## src/rtl/ps_div_pkg.sv

```systemverilog
package ps_div_pkg;
  localparam int TAP_W  = 3;
  localparam int NSLOT  = 1 << TAP_W;

  typedef enum logic [1:0] {
    ST_IDLE = 2'd0,
    ST_WAIT = 2'd1,
    ST_HIGH = 2'd2,
    ST_LOW  = 2'd3
  } ps_state_e;
endpackage

```

## src/rtl/ps_phase_calc.sv

```systemverilog
module ps_phase_calc
  import ps_div_pkg::*;
#(
  parameter int CW = 4,
  localparam int DW = CW + TAP_W + 1
) (
  input  logic [TAP_W-1:0] tap_i,
  input  logic [TAP_W-1:0] gofs_i,
  input  logic [CW-1:0]    init_i,
  output logic [DW-1:0]    dly_o
);
  logic [TAP_W:0] slot_sum;
  logic [TAP_W-1:0] fine;
  logic           wrap;

  always_comb begin
    slot_sum = {1'b0, tap_i} + {1'b0, gofs_i};
    fine     = slot_sum[TAP_W-1:0];
    wrap     = slot_sum[TAP_W];
    dly_o    = DW'({init_i, {TAP_W{1'b0}}}) + DW'(fine) + DW'({wrap, {TAP_W{1'b0}}});
  end
endmodule

```

## src/rtl/ps_chan.sv

```systemverilog
module ps_chan
  import ps_div_pkg::*;
#(
  parameter int CW = 4,
  localparam int DW = CW + TAP_W + 1,
  localparam int NW = CW + TAP_W
) (
  input  logic          clk,
  input  logic          rst,
  input  logic          start_i,
  input  logic [DW-1:0] dly_i,
  input  logic [CW-1:0] hi_i,
  input  logic [CW-1:0] lo_i,
  output logic          clk_o
);
  ps_state_e     st;
  logic [DW-1:0] dly_q;
  logic [NW-1:0] cnt;
  logic [CW-1:0] hi_q, lo_q;
  logic [NW-1:0] hi_len, lo_len;

  assign hi_len = {hi_q, {TAP_W{1'b0}}} - NW'(1);
  assign lo_len = {lo_q, {TAP_W{1'b0}}} - NW'(1);

  always_ff @(posedge clk) begin
    if (rst) begin
      st    <= ST_IDLE;
      clk_o <= 1'b0;
      dly_q <= '0;
      cnt   <= '0;
      hi_q  <= '0;
      lo_q  <= '0;
    end else if (start_i) begin
      st    <= ST_WAIT;
      clk_o <= 1'b0;
      dly_q <= dly_i;
      hi_q  <= hi_i;
      lo_q  <= lo_i;
    end else begin
      unique case (st)
        ST_WAIT: begin
          if (dly_q == '0) begin
            clk_o <= 1'b1;
            st    <= ST_HIGH;
            cnt   <= hi_len;
          end else begin
            dly_q <= dly_q - DW'(1);
          end
        end
        ST_HIGH: begin
          if (cnt == '0) begin
            clk_o <= 1'b0;
            st    <= ST_LOW;
            cnt   <= lo_len;
          end else begin
            cnt <= cnt - NW'(1);
          end
        end
        ST_LOW: begin
          if (cnt == '0) begin
            clk_o <= 1'b1;
            st    <= ST_HIGH;
            cnt   <= hi_len;
          end else begin
            cnt <= cnt - NW'(1);
          end
        end
        default: ;
      endcase
    end
  end

  p_idle_low_r1: assert property (@(posedge clk) disable iff (rst)
    (st == ST_IDLE) |-> !clk_o);

  p_start_low_r8: assert property (@(posedge clk) disable iff (rst)
    start_i |=> !clk_o);

  p_cfg_hold_r7: assert property (@(posedge clk) disable iff (rst)
    !start_i |=> ($stable(hi_q) && $stable(lo_q)));

  p_high_bound_r3: assert property (@(posedge clk) disable iff (rst)
    (st == ST_HIGH) |-> (cnt < {hi_q, {TAP_W{1'b0}}}));

  p_rise_src_r2: assert property (@(posedge clk) disable iff (rst)
    $rose(clk_o) |-> ($past(st) == ST_WAIT || $past(st) == ST_LOW));
endmodule

```

## src/rtl/ps_phase_div.sv

```systemverilog
module ps_phase_div
  import ps_div_pkg::*;
#(
  parameter int NCH = 2,
  parameter int CW  = 4,
  localparam int DW = CW + TAP_W + 1
) (
  input  logic               clk,
  input  logic               rst,
  input  logic               start_i,
  input  logic               share_i,
  input  logic [TAP_W-1:0]   gofs_i,
  input  logic [NCH*CW-1:0]  hi_i,
  input  logic [NCH*CW-1:0]  lo_i,
  input  logic [NCH*TAP_W-1:0] tap_i,
  input  logic [NCH*CW-1:0]  init_i,
  output logic [NCH-1:0]     clk_o
);
  for (genvar c = 0; c < NCH; c++) begin : g_ch
    logic [TAP_W-1:0] tap_sel;
    logic [CW-1:0]    init_sel;
    logic [DW-1:0]    dly;

    assign tap_sel  = share_i ? tap_i[0 +: TAP_W] : tap_i[c*TAP_W +: TAP_W];
    assign init_sel = share_i ? init_i[0 +: CW]   : init_i[c*CW +: CW];

    ps_phase_calc #(.CW(CW)) u_calc (
      .tap_i  (tap_sel),
      .gofs_i (gofs_i),
      .init_i (init_sel),
      .dly_o  (dly)
    );

    ps_chan #(.CW(CW)) u_chan (
      .clk     (clk),
      .rst     (rst),
      .start_i (start_i),
      .dly_i   (dly),
      .hi_i    (hi_i[c*CW +: CW]),
      .lo_i    (lo_i[c*CW +: CW]),
      .clk_o   (clk_o[c])
    );
  end

  p_all_low_on_start_r8: assert property (@(posedge clk) disable iff (rst)
    start_i |=> (clk_o == '0));
endmodule

```

## config.mk

```make
export PLATFORM = sky130hd
export DESIGN_NAME = ps_phase_div
export DESIGN_NICKNAME = d
export VERILOG_FILES = /design/src/rtl/ps_div_pkg.sv /design/src/rtl/ps_phase_calc.sv /design/src/rtl/ps_chan.sv /design/src/rtl/ps_phase_div.sv
export SDC_FILE = /design/constraint.sdc
export NUM_CORES = 1
export LEC_CHECK = 0
export ABC_CLOCK_PERIOD_IN_PS = 4000
export BUFFER_PORTS_ARGS = -buffer_cell sky130_fd_sc_hd__clkbuf_2
export CAP_MARGIN = 15
export CORE_UTILIZATION = 63
export CTS_CLUSTER_DIAMETER = 120
export DETAILED_ROUTE_END_ITERATION = 10
export PLACE_DENSITY = 0.85
export SETUP_SLACK_MARGIN = 0.15
export SYNTH_ARGS = -nofsm -noshare
export SYNTH_HDL_FRONTEND = slang
export SYNTH_SLANG_ARGS = --single-unit
```

## constraint.sdc

```tcl
create_clock -name clk -period 4 [get_ports clk]
set_input_delay 0.2 -clock clk [delete_from_list [all_inputs] [get_ports clk]]
set_output_delay 0.2 -clock clk [all_outputs]
set_load 0.1 [all_outputs]
```

==> results of run 1 <==
-- flip-flops by register name, summed over array words and instances (netlist names) --
| name | flops |
|---|---|
| g_ch.u_chan.dly_q | 16 |
| g_ch.u_chan.hi_q | 8 |
| g_ch.u_chan.lo_q | 8 |
| g_ch.u_chan.clk_o | 2 |
| g_ch.u_chan.cnt | 14 |
| g_ch.u_chan.st | 4 |
-- report_power, final --
part	total [mW]	leakage (nW)	switching [mW]	internal, mW
registers	0.600	0.427	0.0448	0.556
logic	0.358	1.10	0.201	0.157
clock network	0.312	0.0445	0.171	0.141
-- cells in the mapped netlist (2+ instances only) --
cell and number:
mux2i_1 24, a221oi_1 2, a31o_2 3, or2_2 5, xor2_1 17, nor4_2 2, or3_1 3, nor2_1 45
ha_1 22, or4_1 2, nand2b_1 2, o211ai_1 5, nor2b_1 3, o21a_1 2, a21oi_1 16, nand2_1 17
clkbuf_1 12, a311oi_1 5, mux2_2 5, buf_6 2, nand4_1 6, a2111oi_0 2, xnor2_1 7, fa_1 2
o21ai_0 11, nand3_1 12, a21o_1 6, o31ai_1 5, inv_1 25, dfxtp_1 52, nor4_1 2, nor3b_1 6
and3_1 3, a211o_1 2, a211oi_1 8, a41o_1 3, buf_4 4, a31oi_1 6, nor3_1 12
-- worst reg2reg max path, stage by stage (launching register included) --
cell and delay (ns):
dfxtp_1 0.32, inv_1 0.10, ha_1 0.16, nor3b_1 0.56
a31oi_1 0.23, nor2_1 0.48, a21oi_1 0.14, a311oi_1 0.26
-- kinds of logic (layout without fill, tap and decap cells) --
logic type	after synthesis	count (layout)	share of synthesized area
adders and majority gates	24	24	0.09354
and+or+nand+nor	128	128	0.2012
DFF	52	52	0.3088
buffers and inverters	48	75	0.06458
muxes	29	29	0.08797
xor gates and xnor gates	24	24	0.06236
AOI/OAI and AO/OA	85	85	0.1815
-- layout make-up --
class	instances	area (µm²)	area share
inverters	26	97.59	0.02678
repair buffers	41	212.7	0.05836
clock inverters	1	7.507	0.002060
flip-flops and latches	52	1041	0.2856
well taps	70	87.58	0.02403
clock buffers	7	86.33	0.02369
multi-input cells	290	2112	0.5795
-- layer usage --
layer  track usage  routed length (µm)
met5             0                   0
met4       0.06790                  70
met3       0.03882                 306
met2        0.4585                3284
met1        0.3651                3327
-- metrics by stage --
step	cells	setup WS [ns]
after global placement	479	1.675
after global routing	487	1.410
after floorplan	390	1.631
after detailed placement	479	1.595
final	487	1.667
after CTS	487	1.675
-- final timing paths --
kind / depth (start not counted) / startpoint / end / slack [ns]
max: 7 / g_ch[0].u_chan.dly_q[0]$_SDFFE_PP0P_ / g_ch[0].u_chan.cnt[2]$_SDFFE_PP0P_ / 1.67
min: 3 / lo_i[3] / g_ch[0].u_chan.lo_q[3]$_SDFFE_PP0P_ / 0.14
max reg2reg: 7 / g_ch[0].u_chan.dly_q[0]$_SDFFE_PP0P_ / g_ch[0].u_chan.cnt[2]$_SDFFE_PP0P_ / 1.67
min reg2reg: 2 / g_ch[0].u_chan.dly_q[7]$_SDFFE_PP0P_ / g_ch[0].u_chan.dly_q[7]$_SDFFE_PP0P_ / 0.50
==> out/results.txt, run 1 <==
CTS tree = done
Clock Path Buffers = 2
postcts setup bufs = 0
most common cell after layout, fill and taps aside = dfxtp_1
worst-path cell chain = inv_1 -> ha_1 -> nor3b_1 -> a31oi_1 -> nor2_1 -> a21oi_1 -> a311oi_1
GRT Overall Usage = 0.2708
clk slew on worst S/H paths = 0.09 ns
vias in the first global route = 2753
buffers plus inverters on the worst setup path = 1
routed len/inst = 14.35 µm
vias = 2913
crit share post-route = 0.5833
Num Clock Sinks = 52
Placed Area = 3551 µm²
largest net degree at the start of global routing = 29
delay-heaviest family, CP = simple AND/OR/NAND/NOR gates
Setup crit start kind = register
min cycle time layout = 2.333 ns
Post-Layout Inst Area = 3645 µm²
normalized max-slew margin = 0.5357
later-pin clock latency in the skew report = 0.30 ns
Arr. time, crit path = 2.54 ns
RSZ-0062 raised after global routing = false
initial antenna violation count = 0
Hold Fails Final Rpt = 0
Nets = 477
Hold WS = 0.1386 ns
Finished Core Util = 0.7091
pwr dens = 348.4 nW/µm²
Routed Antenna Nets = 0
leading area contributor after synthesis = dfxtp_1
final count of negative-setup-slack endpoints = 0
Fin Setup TNS = 0 ns
Post-synth EDFFs = 0
Seq/Total Area, Yosys = 0.3088
Leakage = 1.573 nW
Crit Path Class = register to register
crit-path max cell delay = 0.56 ns
synthesis-to-layout area growth = 8.129%
Initial Utilization = 0.6558
1st-pass router iterations = 4
Inserted Clock Buffers = 5
worst vdd ir = 202.0 µV
CTS Root Cell = clkbuf_8
commonest register cell after synthesis = dfxtp_1
total congestion overflow = 0
Mean Syn Cell Area = 8.643 µm²
max_cap viols = 0
ant diodes = 0
Async S/R FF share, synth = 0
CTS resizes = 0
HP Class = primary input to register
CTS HTree Levels = 2
commonest non-fill, non-tap cells in the layout = 52 x dfxtp_1, 45 x nor2_1, 38 x clkbuf_2
layout cell share with drive strength beyond 1 = 0.1727
Post-Syn Area = 3371 µm²
Synth area leaders = dfxtp_1 31%, ha_1 8.2%, mux2i_1 7.1%
Synth top area share = 0.3088
dpl hpwl = 5189 µm
DRT Wirelength = 6988 µm
Synth warnings = 0
Die H = 75.15 µm
port buffer count = 38
Power, Total = 1.270 mW
Std-Cell Rows = 26
fmax = 0.4286 GHz
filler instances = 439
DRC = 0
Slew Viols, Final = 0
Worst EP required = 4.21 ns
first-pass GRT wire length = 11970 µm
Core ar. = 5140 µm²
status = finished clean
gpl congestion = 0.8651
Via-to-Cell Ratio = 5.982
full die area = 5647 µm²
Mapped Nets = 451
DR iter-0 viols = 188
Slowest cell on crit path = nor3b_1
CP Max Fanout = 8
Least-Margin Pin Slew = 0.6949 ns
die extent in x = 75.15 µm
io pins = 39
Worst Skew = 0.01203 ns
Unique masters post-synth = 61
FF+latch count, synth = 52
CP Capture Type = register
Post-CTS Hold Buffers = 0
post-synthesis instance total = 390
(Power assumes the default switching activity.)
==> run 2, diff against run 1 <==
- ABC_CLOCK_PERIOD_IN_PS: 4000 -> 2100
- CORE_UTILIZATION: 63 -> 53
- PLACE_DENSITY: 0.85 -> 0.76
- clock period: 4 -> 2.1 ns (I/O delays scaled with it)
==> out/results.txt, run 2 (same netlist as run 1, synthesis figures left out) <==
worst vdd ir = 496.3 µV (+150%)
CTS HTree Levels = 2 (unchanged)
Std-Cell Rows = 28 (+7.7%)
worst-path cell chain = inv_2 -> ha_4 -> or4b_4 -> or3_4 -> buf_6 -> o221ai_2 -> a311oi_2
gpl congestion = 0.8405 (-2.8%)
io pins = 39 (unchanged)
Die H = 81.75 µm (+8.8%)
CTS tree = done
CTS Root Cell = clkbuf_8
final count of negative-setup-slack endpoints = 0 (unchanged)
1st-pass router iterations = 4 (unchanged)
most common cell after layout, fill and taps aside = dfxtp_1
initial antenna violation count = 0 (unchanged)
first-pass GRT wire length = 12920 µm (+8.0%)
Least-Margin Pin Slew = 0.5381 ns (-0.1568 ns)
Pint = 1.709 mW (+100%)
Fin Setup TNS = 0 ns (unchanged)
NetSw = 0.8325 mW (+100%)
commonest non-fill, non-tap cells in the layout = 48 x dfxtp_1, 45 x nor2_1, 38 x clkbuf_2
later-pin clock latency in the skew report = 0.30 ns (about the same)
clk slew on worst S/H paths = 0.09 ns (about the same)
combinational power share = 0.318 (+0.036)
buffers plus inverters on the worst setup path = 2 (+1)
Power, Total = 2.541 mW (+100%)
Hold Fails Final Rpt = 0 (unchanged)
Nets = 498 (+4.4%)
fmax = 0.5126 GHz (+20%)
status = finished clean
Crit Path Class = register to register
reg2reg path depth = 7 (unchanged)
Largest Register = g_ch.u_chan.dly_q
vias in the first global route = 2862 (+4.0%)
fin cells = 513 (+5.3%)
total congestion overflow = 0 (unchanged)
layout cell share with drive strength beyond 1 = 0.2534 (+0.08076)
largest net degree at the start of global routing = 41 (+41%)
max FFs per register = 16 (unchanged)
Slowest cell on crit path = or4b_4
max_cap viols = 0 (unchanged)
Setup crit start kind = register
DRC = 0 (unchanged)
port buffer count = 38 (unchanged)
Core ar. = 6026 µm² (+17%)
Top Registers = g_ch.u_chan.dly_q (16), g_ch.u_chan.cnt (14)
Arr. time, crit path = 2.13 ns (-0.41 ns)
crit-path max cell delay = 0.48 ns (-0.08 ns)
HP Class = primary input to register
GRT Overall Usage = 0.2468 (-0.02397)
Post-CTS Hold Buffers = 0 (unchanged)
Slew Viols, Final = 0 (unchanged)
delay-heaviest family, CP = simple AND/OR/NAND/NOR gates
Clock power frac = 0.232 (-0.013)
filler instances = 527 (+20%)
pwr dens = 648.5 nW/µm² (+86%)
crit share post-route = 0.9289 (+0.3457)
Leakage = 1.686 nW (+7.2%)
CP Capture Type = register
CP Max Fanout = 6 (-2)
RSZ-0062 raised after global routing = true
synthesis-to-layout area growth = 16.26%
Clock Path Buffers = 2 (unchanged)
vias = 2996 (+2.8%)
sw frac = 0.3276 (about the same)
routed len/inst = 14.99 µm (+4.5%)
Via-to-Cell Ratio = 5.840 (-2.4%)
min cycle time layout = 1.951 ns (-0.3823 ns)
DRT Wirelength = 7690 µm (+10%)
cell depth of the worst hold path = 3 (unchanged)
Levels on crit path = 7 (unchanged)
Post-Place Setup Slack = 0.006949 ns (-1.588 ns)
dpl hpwl = 5407 µm (+4.2%)
Inserted Clock Buffers = 5 (unchanged)
ant diodes = 0 (unchanged)
dpl cells = 500 (+4.4%)
normalized max-slew margin = 0.6428 (+0.1071)
DR iter-0 viols = 124 (-34%)
die extent in x = 81.75 µm (+8.8%)
Routed Antenna Nets = 0 (unchanged)
Sequential Power Share = 0.450 (-0.023)
Num Clock Sinks = 52 (unchanged)
Worst Skew = 0.007006 ns (-0.005027 ns)
Initial Utilization = 0.5594 (-0.09641)
final setup margin = 0.1492 ns (-1.518 ns)
full die area = 6683 µm² (+18%)
Worst EP required = 2.28 ns (-1.93 ns)
-- run 2: cell types whose count changed in the layout (fill, tap and decap cells not counted), sizes merged --
cell	previous run	this run
clkinvlp	1	0
clkbuf	45	46
buf	3	24
-- run 2: per-stage QoR --
step	utilization	hold WS (ns)	instance area, µm²
2_1_floorplan	-	0.2522	3420
3_3_place_gp	0.6148	0.3397	3705
3_5_place_dp	0.6148	0.3476	3705
4_1_cts	0.6445	0.03339	3884
5_1_grt	0.6503	0.04301	3919
6_report	0.6503	0.03908	3919
-- run 2: area by class of cell --
type	instances	area (µm²)	share of cell area
Multi-Input combinational cell	290	2217	0.5658
Sequential cell	52	1046	0.2669
Timing Repair Buffer	62	374.1	0.09547
Inverter	26	97.59	0.02490
Tap cell	75	93.84	0.02395
Clock buffer	8	90.09	0.02299
-- run 2: per-layer routing --
| metal | global-route usage | wire [µm] |
|---|---|---|
| met5 | 0 | 0 |
| met3 | 0.03667 | 370 |
| met1 | 0.3179 | 3547 |
| met2 | 0.4264 | 3670 |
| met4 | 0.06667 | 101 |
-- run 2: repair_timing --
item                       4_1_cts  5_1_grt
resized for setup               13       11
setup buffers                    5        0
pin swaps                        7        5
setup endpoints to repair        3       13
-- run 2: worst min-delay path, cell delays in order --
cell	delay, ns
clkbuf_2	0.07
mux2i_1	0.05
nor2_1	0.07
-- run 2: power groups by stage --
| stage | combinational (mW) | sequential [mW] | clock (mW) |
|---|---|---|---|
| after CTS | 0.790 | 1.14 | 0.603 |
| after detailed placement | 0.745 | 1.16 | 0 |
| after global placement | 0.727 | 1.16 | 0 |
| final | 0.809 | 1.14 | 0.589 |
| after floorplan | 0.563 | 1.14 | 0 |
| after global routing | 0.907 | 1.16 | 0.632 |
-- run 2: final timing paths --
kind                                      startpoint                                  end  slack, ns
setup / recovery  g_ch[1].u_chan.cnt[1]$_SDFFE_PP0P_   g_ch[1].u_chan.cnt[4]$_SDFFE_PP0P_       0.15
hold / removal                               lo_i[1]  g_ch[0].u_chan.lo_q[1]$_SDFFE_PP0P_       0.04
setup reg to reg  g_ch[1].u_chan.cnt[1]$_SDFFE_PP0P_   g_ch[1].u_chan.cnt[4]$_SDFFE_PP0P_       0.15
hold reg to reg   g_ch[0].u_chan.cnt[1]$_SDFFE_PP0P_   g_ch[0].u_chan.cnt[1]$_SDFFE_PP0P_       0.52
==> run 3, diff against run 2 <==
--- a/config.mk
+++ b/config.mk
@@ -7,9 +7,9 @@
 export LEC_CHECK = 0
-export ABC_CLOCK_PERIOD_IN_PS = 2100
+export ABC_CLOCK_PERIOD_IN_PS = 2200
 export BUFFER_PORTS_ARGS = -buffer_cell sky130_fd_sc_hd__clkbuf_2
 export CAP_MARGIN = 15
-export CORE_UTILIZATION = 53
+export CORE_UTILIZATION = 59
 export CTS_CLUSTER_DIAMETER = 120
 export DETAILED_ROUTE_END_ITERATION = 10
-export PLACE_DENSITY = 0.76
+export PLACE_DENSITY = 0.8
 export SETUP_SLACK_MARGIN = 0.15
==> constraint.sdc (replaced) <==
create_clock -name clk -period 2.2 [get_ports clk]
set_input_delay 0.11 -clock clk [delete_from_list [all_inputs] [get_ports clk]]
set_output_delay 0.11 -clock clk [all_outputs]
set_load 0.02 [all_outputs]
==> out/results.txt, run 3 (same netlist as run 1, synthesis figures left out) <==
status = finished clean
vias = 3011 (+0.50%)
Via-to-Cell Ratio = 5.951 (+1.9%)
Slew Viols, Final = 0 (unchanged)
full die area = 6019 µm² (-9.9%)
gpl congestion = 0.9168 (+9.1%)
DRC = 0 (unchanged)
Core ar. = 5507 µm² (-8.6%)
die extent in x = 77.59 µm (-5.1%)
Hold WS = 0.03930 ns (+0.0002159 ns)
FF/Latch Area = 1046 µm² (unchanged)
Worst EP required = 2.42 ns (+0.14 ns)
1st-pass router iterations = 4 (unchanged)
final count of negative-setup-slack endpoints = 0 (unchanged)
fin cells = 506 (-1.4%)
first-pass GRT wire length = 13220 µm (+2.3%)
Num Clock Sinks = 52 (unchanged)
Clock Path Buffers = 2 (unchanged)
Worst Skew = 0.005537 ns (-0.001469 ns)
met3 usage = 0.04588 (+0.009216)
Die H = 77.59 µm (-5.1%)
Inserted Clock Buffers = 5 (unchanged)
pwr dens = 640.9 nW/µm² (-1.2%)
initial antenna violation count = 0 (unchanged)
CP Capture Type = register
later-pin clock latency in the skew report = 0.30 ns (about the same)
global route hottest layer = met2
Setup crit start kind = register
Post-CTS Hold Buffers = 0 (unchanged)
Initial Utilization = 0.6121 (+0.05275)
DR iter-0 viols = 132 (+6.5%)
Arr. time, crit path = 2.24 ns (+0.11 ns)
DRT Wirelength = 7521 µm (-2.2%)
CTS HTree Levels = 2 (unchanged)
Multi-input gate area = 2165 µm² (-2.4%)
CP Max Fanout = 6 (unchanged)
Std-Cell Rows = 27 (-3.6%)
dpl hpwl = 5560 µm (+2.8%)
RSZ-0062 raised after global routing = true
crit share post-route = 0.9197 (-0.009223)
max_cap viols = 0 (unchanged)
Fin Setup TNS = 0 ns (unchanged)
total congestion overflow = 0 (unchanged)
Crit Path Class = register to register
M2 GR Usage = 0.4619 (+0.03550)
Top Registers = g_ch.u_chan.dly_q (16), g_ch.u_chan.cnt (14)
layout cell share with drive strength beyond 1 = 0.2281 (-0.02531)
GRT Overall Usage = 0.2700 (+0.02318)
Hold Fails Final Rpt = 0 (unchanged)
ant diodes = 0 (unchanged)
grt met1 use = 0.3326 (+0.01473)
port buffer count = 38 (unchanged)
Worst R2R Setup Slack = 0.18 ns (+0.03 ns)
clk slew on worst S/H paths = 0.09 ns (about the same)
normalized max-slew margin = 0.6722 (+0.02937)
Largest Register = g_ch.u_chan.dly_q
io pins = 39 (unchanged)
max FFs per register = 16 (unchanged)
Least-Margin Pin Slew = 0.4793 ns (-0.05874 ns)
CTS Root Cell = clkbuf_8
filler instances = 466 (-12%)
Leakage = 1.674 nW (-0.73%)
commonest non-fill, non-tap cells in the layout = 50 x dfxtp_1, 44 x nor2_1, 38 x clkbuf_2
most common cell after layout, fill and taps aside = dfxtp_1
synthesis-to-layout area growth = 14.18%
routed len/inst = 14.86 µm (-0.84%)
fmax = 0.4942 GHz (-3.6%)
dpl cells = 496 (-0.80%)
min cycle time layout = 2.023 ns (+0.07260 ns)
Finished Core Util = 0.6989 (+0.04860)
Routed Antenna Nets = 0 (unchanged)
vias in the first global route = 3013 (+5.3%)
HP Class = primary input to register
CTS tree = done
worst vdd ir = 418.4 µV (-16%)
largest net degree at the start of global routing = 22 (-46%)
Nets = 494 (-0.80%)
## run 3: cell count changes in the layout (fill, tap and decap cells not counted), moves of 2 or more
cell | before | now
dfxtp_2 | 4 | 1
inv_2 | 3 | 1
dfxtp_1 | 48 | 50
buf_4 | 23 | 20
ha_1 | 19 | 21
## run 3: per-layer routing
layer	vias to the layer above	wire (µm)
li1	1490	-
met1	1410	3399
met2	94	3589
met3	17	374
met4	0	157
met5	-	0
## run 3: worst paths after layout
path	startpoint	end	cells past startpoint
hold / removal	lo_i[4]	g_ch[1].u_chan.lo_q[0]$_SDFFE_PP0P_	3
setup reg to reg	g_ch[1].u_chan.cnt[0]$_SDFFE_PP0P_	g_ch[1].u_chan.cnt[4]$_SDFFE_PP0P_	7
setup / recovery	g_ch[1].u_chan.cnt[0]$_SDFFE_PP0P_	g_ch[1].u_chan.cnt[4]$_SDFFE_PP0P_	7
hold reg to reg	g_ch[0].u_chan.dly_q[7]$_SDFFE_PP0P_	g_ch[0].u_chan.dly_q[7]$_SDFFE_PP0P_	2
## run 3: final cells by class
cell class	instances	share of cell area
Tap cell	72	0.02341
Inverter	26	0.02601
Sequential cell	52	0.2718
Clock buffer	6	0.01886
Timing Repair Buffer	58	0.08843
Clock inverter	2	0.009103
Multi-Input combinational cell	290	0.5624
## run 3: stage by stage
| step | setup slack, ns | power [mW] | area, µm² |
|---|---|---|---|
| 6_report | 0.1766 | 2.467 | 3849 |
| 5_1_grt | 0.09864 | 2.620 | 3849 |
| 4_1_cts | 0.1592 | 2.454 | 3782 |
| 3_5_place_dp | 0.05475 | 1.799 | 3670 |
| 3_3_place_gp | 0.1374 | 1.775 | 3670 |
| 2_1_floorplan | 0.1530 | 1.606 | 3385 |
## run 3: what timing repair did
action,CTS,global route
resized for setup,1,15
pin swaps,0,3
buffers inserted,0,2
hold endpoints to repair,0,0
endpoints found under the setup margin,2,8
## run 3: critical path: stages, from the launching register on
cell and delay (ns):
dfxtp_4 0.37, inv_4 0.06, ha_4 0.12, or4b_4 0.47
or3_4 0.44, o21ai_4 0.09, o221ai_4 0.12, a311oi_2 0.27
## run 3: power by group
part | total, mW | leakage, nW | internal (mW) | switching [mW]
logic | 0.731 | 1.19 | 0.342 | 0.389
registers | 1.09 | 0.429 | 1.01 | 0.0790
clock network | 0.646 | 0.0552 | 0.338 | 0.308
